<file path="config.mk">
export PLATFORM = sky130hd
export DESIGN_NAME = seg7_hold_decoder
export DESIGN_NICKNAME = d
export VERILOG_FILES = /design/src/rtl/seg7_hold_decoder.sv
export SDC_FILE = /design/constraint.sdc
export NUM_CORES = 1
export LEC_CHECK = 0
export ABC_CLOCK_PERIOD_IN_PS = 1500
export BUFFER_PORTS_ARGS = -buffer_cell sky130_fd_sc_hd__buf_2
export CORE_MARGIN = 2
export CORE_UTILIZATION = 44
export DETAILED_ROUTE_END_ITERATION = 16
export PLACE_DENSITY = 0.71
export SYNTH_ARGS = -nofsm -noshare
export SYNTH_HDL_FRONTEND = slang
export SYNTH_SLANG_ARGS = --single-unit
</file>
<file path="constraint.sdc">
create_clock -name clk -period 1.5 [get_ports clk]
set_input_delay 0.15 -clock clk [delete_from_list [all_inputs] [get_ports clk]]
set_output_delay 0.15 -clock clk [all_outputs]
set_load 0.1 [all_outputs]
</file>
<file path="src/rtl/seg7_hold_decoder.sv">
module seg7_hold_decoder #(
  parameter int CODE_W = 4,
  parameter int SEG_W  = 7
) (
  input  logic              clk,
  input  logic              rst,
  input  logic [CODE_W-1:0] bcd_in,
  input  logic              hold,
  input  logic              lamp_test_n,
  input  logic              blank_n,
  output logic [SEG_W-1:0]  seg
);

  localparam logic [SEG_W-1:0] ALL_ON  = '1;
  localparam logic [SEG_W-1:0] ALL_OFF = '0;

  logic [CODE_W-1:0] code_q;
  logic [CODE_W-1:0] code_sel;
  logic [SEG_W-1:0]  glyph;
  logic [SEG_W-1:0]  seg_d;
  logic [SEG_W-1:0]  seg_q;

  assign code_sel = hold ? code_q : bcd_in;

  always_comb begin
    unique case (code_sel)
      4'd0:    glyph = 7'h3F;
      4'd1:    glyph = 7'h06;
      4'd2:    glyph = 7'h5B;
      4'd3:    glyph = 7'h4F;
      4'd4:    glyph = 7'h66;
      4'd5:    glyph = 7'h6D;
      4'd6:    glyph = 7'h7C;
      4'd7:    glyph = 7'h07;
      4'd8:    glyph = 7'h7F;
      4'd9:    glyph = 7'h67;
      default: glyph = ALL_OFF;
    endcase
  end

  assign seg_d = !lamp_test_n ? ALL_ON :
                 !blank_n     ? ALL_OFF : glyph;

  always_ff @(posedge clk) begin
    if (rst) begin
      code_q <= '0;
      seg_q  <= ALL_OFF;
    end else begin
      if (!hold) code_q <= bcd_in;
      seg_q <= seg_d;
    end
  end

  assign seg = seg_q;

endmodule

</file>
* Word level (Yosys, flattened, before mapping)
Memories as Yosys holds them, arrays and structs flattened.
Index checks and enable logic that the tools add are counted.
Widths: inputs -> output; s select.
** Word-level totals
- Bits in registers :: 11
- Bits in read-only memories :: 112
- Bits of input ports :: 9
- Output and inout port bits :: 7
- Word-level logic and storage cells :: 6
- Memories :: 1
** Memory list
- (no name shown) :: depth 16, width 7, read ports 1, clocked after memory_dff 0, wr ports 0, RTL line 26 : unique case (code_sel)
** Operators by class
- Mux-type cells :: 3
** Operators with widths (number)
- $mux 7 :: 2
- $mux 4 :: 1

* Longest topological paths before layout
An unclocked memory read counts as a cell.
- Depth after elaboration :: 4
- Mapped depth :: 8
- Gate-level depth less buffers :: 6

* Worst setup path before layout
Ideal clock, no wire load.
- Path type :: input to register
- Start point :: input hold
- End point :: register seg_q[0] (netlist: seg[0])
- Library setup time :: 0.060 ns
- Data arrival time :: 1.433 ns
- Data required time :: 1.440 ns
- Slack :: 0.006 ns
- Stages on the path :: 8
- Buffers on the path :: 2
- Cells stage by stage :: buf_6 > buf_2 > mux2i_1 > inv_1 > ha_1 > o211ai_1 > o2111ai_1 > nand2_1
** On the way
- Cells in the longest elaborated chain, start to end :: 4
** RTL lines
- start: declaration :: RTL line 8 : input logic hold,
- $mux 4
- net code_sel[0] :: RTL line 18 : logic [CODE_W-1:0] code_sel;
- $mem_v2 16x7
- $mux 7 :: RTL line 42 : !blank_n ? ALL_OFF : glyph;
- $mux 7 :: RTL line 41 : assign seg_d = !lamp_test_n ? ALL_ON :
- end signal: assignment :: RTL line 50 : seg_q <= seg_d;
- end: declaration :: RTL line 21 : logic [SEG_W-1:0] seg_q;
The timed path passes the listed nets, and every way through them passes these cells.
A chain may end at the register's enable or synchronous reset.

* Final worst setup path
- Start point :: register code_q[0]
- End point :: register seg_q[0] (netlist: seg[0])
** On the way
- Cells in the longest elaborated chain, start to end :: 4
** RTL lines
- start: declaration :: RTL line 17 : logic [CODE_W-1:0] code_q;
- start signal: assignment :: RTL line 49 : if (!hold) code_q <= bcd_in;
- $mux 4
- net code_sel[0] :: RTL line 18
- $mem_v2 16x7
- $mux 7 :: RTL line 42
- $mux 7 :: RTL line 41
The timed path passes the listed nets, and every way through them passes these cells.

==> results.md <==
- The congestion estimate from routability-driven global placement came to between 0.8 and 0.9.
- The flip-flop and latch count after synthesis is 11.
- The final count of hold timing violations is 0.
- Summed over all nets, the half-perimeter wirelength after detailed placement is 1050 um.
- The count of cells resized by post-cts repair is 0.
- The final-stage net count is 106.
- The number of max-cap violations is 0.
- The filler cells instantiated in the layout total 126.
- Counting every instance in the synthesized netlist gives between 60 and 70.
- In this design, the largest share of critical-path delay is due to flip-flops.
- In the final routed layout, each cell accounts on average for about 13 um.
- The final antenna diode count is 0.
- At the worst endpoint, the required time is 1.73 ns.
- The total die area is 0.00167 mm^2.
- The clock drives 11 sinks.
- The worst-path cell with the longest stage delay is dfxtp_1.
- Between clock sinks in the finished design, the worst skew comes to about 0.0065 ns.
- A synthesized cell averages 8.69 um^2.
- Sequential elements use between 30% and 40% of the synthesized area.
- The sum of negative setup slack is 0 ns.
- The synthesized design contains 0 enable-type register cells.
- The pre-antenna-repair detailed-routing pass consisted of 4 iterations.
- Across the whole layout, storage elements account for 221 um^2.
- The number of setup violations in the final report is 0.
- The die is slightly above 40 um wide.
- The post-route netlist has around a third of its cells at a drive strength greater than 1.
- Prior to clock tree synthesis, the placed netlist has a worst setup slack of 0.0371 ns.
- The final-report max-slew violation count is 0.
- The commonest cells after synthesis are dfxtp_1, nand2_1, nor2_1.
- The critical path goes through mux2i_2 > inv_1 > ha_1 > o211ai_1 > o2111ai_1 > nand2_1.
- The aggregate routed wire length is about 1400 um.
- The initial standard-cell utilization of the core is 46.6%.
- The flow ran to the end, and the final reports show no timing, DRC or antenna violations.
- The routing usage on met2 is 32.4%.
- The final critical path takes up 93.7% of the cycle.
- For this design, the CTS-stage hold fixing added 0 buffers.
- The setup path with the least slack is of type flip-flop to flip-flop.
- The core area is 0.00128 mm^2.
- Global routing used 23.9% of the available met1 tracks.
- Of all flip-flops after synthesis, the portion carrying an async set or reset was 0%.
- The most used flip-flop cell after synthesis is dfxtp_1.
- The number of distinct library cell variants in the gate-level netlist after synthesis is 25.
- The number of H-tree levels is 1.
- The min-delay analysis places its worst path in the category input port to flip-flop.
- The met3 routing resource usage after global routing is 6.52%.
- The initial antenna violation count came to 0.
- In this run the clock root is driven by a clkbuf_4.
- For the pin with the worst max-slew slack, the measured transition is 0.484 ns.
- The time the final worst path needs with I/O delays and setup is roughly 1.4 ns.
- The cell with the most instances after synthesis is dfxtp_1.
- The relative area change from synthesis to final layout is 25.7%.
- The share of Yosys cell area claimed by the top area cell type is between 30% and 40%.
- The total number of placement rows is 13.
- The synthesized netlist net count is 82.
- The max-slew headroom at the worst pin is 67.9%.
- Across the VDD grid, the largest voltage drop is between 600 and 700 uV.
- Summing all multi-input logic gate instances after layout gives 359 um^2.
- The average vias per placed instance is between 5 and 6.
- For this design the top-level I/O count stands at 16.
- The critical path capture point type is a flip-flop.
- The post-CTS setup buffer count is 0.
- The pin count of the biggest net entering global routing is 11.
- The total number of vias is 568.
- The post-synth design cell area is around 600 um^2.
- The biggest area contributor in the post-synthesis netlist is dfxtp_1.
- The number of clock buffers added by TritonCTS is 3.
- The final worst setup slack is 0.0948 ns.
- The detailed router finished its first iteration with 16 violations.
- The count of buffers inserted at the top-level ports is 15.
- The clock-pin slew on the worst setup and hold paths is 0.08 ns.
- The via count of the first global-routing pass is 488.
- STA classifies the critical path startpoint as a flip-flop.
- The first global-routing pass estimated 2170 um of wire.
- The combined global-route utilization of all metal layers is 20.9%.
- The maximum clock frequency is 712 MHz.
- The buffer levels on the longest clock path is 2.
- After global routing the overflow that remains totals 0.
- Yosys printed 0 warnings.
- Along the worst path, the maximum fanout reaches 4.
- Sorting the synthesized cells by area gives the leading types as dfxtp_1, ha_1, nand2_1.
- The chip height is 40.9 um.
- Data arrives at the worst endpoint at between 1.5 and 2 ns.
- On the worst path, the slowest cell contributes a delay of 0.34 ns.
- The count of unresolved DRC violations after routing is 0.
- The TritonCTS clock tree is yes.
- The number of buffer and inverter stages on the critical path is 1.
- The leakage power total is 0.351 nW.
- The count of antenna-violating nets left after detailed routing is 0.
- The global routing's busiest layer is met2.
- The clock latency reported for the late side of the worst-skew pair is 0.28 ns.
- The power density normalized to cell area is 1130 mW/mm^2.
-- through the flow --
stage                     hold WS, ns  std cells  cell area (um^2)  utilization (%)  total power, mW
after CTS                       0.102        107               748             58.2            0.850
after detailed placement        0.400        103               722             56.2            0.639
after global routing            0.112        107               753             58.6            0.892
after global placement          0.401        103               722             56.2            0.637
final                          0.0934        107               753             58.6            0.850
after floorplan                 0.222         69               599                -            0.569
-- per-layer routing --
metal | up-vias | share of wire [%]
met5 | - | 0
met4 | 0 | 3.6
met3 | 4 | 4.9
met2 | 18 | 48
met1 | 252 | 43
li1 | 294 | -
-- registers in the layout, summed over array words and instances (netlist names) --
signal	cells
code_q	4
seg	7
-- final timing paths --
check	from	end	slack (ns)	cells after the start
worst max register to register	code_q[0]	seg[0]	0.09	6
worst min register to register	code_q[0]	code_q[0]	0.64	2
worst min-delay path	rst	code_q[1]	0.09	2
worst max-delay path	code_q[0]	seg[0]	0.09	6
-- logic make-up after synthesis --
| group | after synthesis | share of synthesized area (%) |
|---|---|---|
| compound gates | 17 | 19.4 |
| buf+inv | 4 | 3.97 |
| fa+ha+maj | 4 | 8.35 |
| mux | 5 | 10.6 |
| flops | 11 | 36.7 |
| simple gates | 28 | 20.9 |
-- report_power, final --
group / switching, mW / internal [mW] / leakage (nW)
Combinational: 0.225 / 0.0807 / 0.244
Clock: 0.111 / 0.103 / 0.0150
Sequential: 0.0122 / 0.318 / 0.0921
Total: 0.348 / 0.502 / 0.351
-- worst register-to-register path: stages, from the launching register on --
cell,delay (ns)
dfxtp_1,0.34
mux2i_2,0.26
inv_1,0.10
ha_1,0.24
o211ai_1,0.18
o2111ai_1,0.14
nand2_1,0.09
-- area by class of cell --
cell class                      instances  area share [%]
Clock buffer                            4            3.49
Inverter                                2           0.997
Multi-Input combinational cell         54            47.7
Sequential cell                        11            29.4
Tap cell                               15            2.49
Timing Repair Buffer                   21            15.9
-- cell usage in the layout (no fill, tap or decap), types with 2 or more instances in the layout --
cell,netlist,layout
clkbuf_4,0,3
nor2b_1,4,4
nand2_1,10,10
o21ai_0,4,4
ha_1,4,4
dfxtp_1,11,10
buf_4,0,6
o211ai_1,2,2
nor2_1,9,9
mux2i_1,3,2
inv_1,2,2
a31oi_1,3,3
a21oi_1,2,2
o2111ai_1,2,2
buf_2,1,15
No activity file was read; power rests on OpenSTA's default activity.
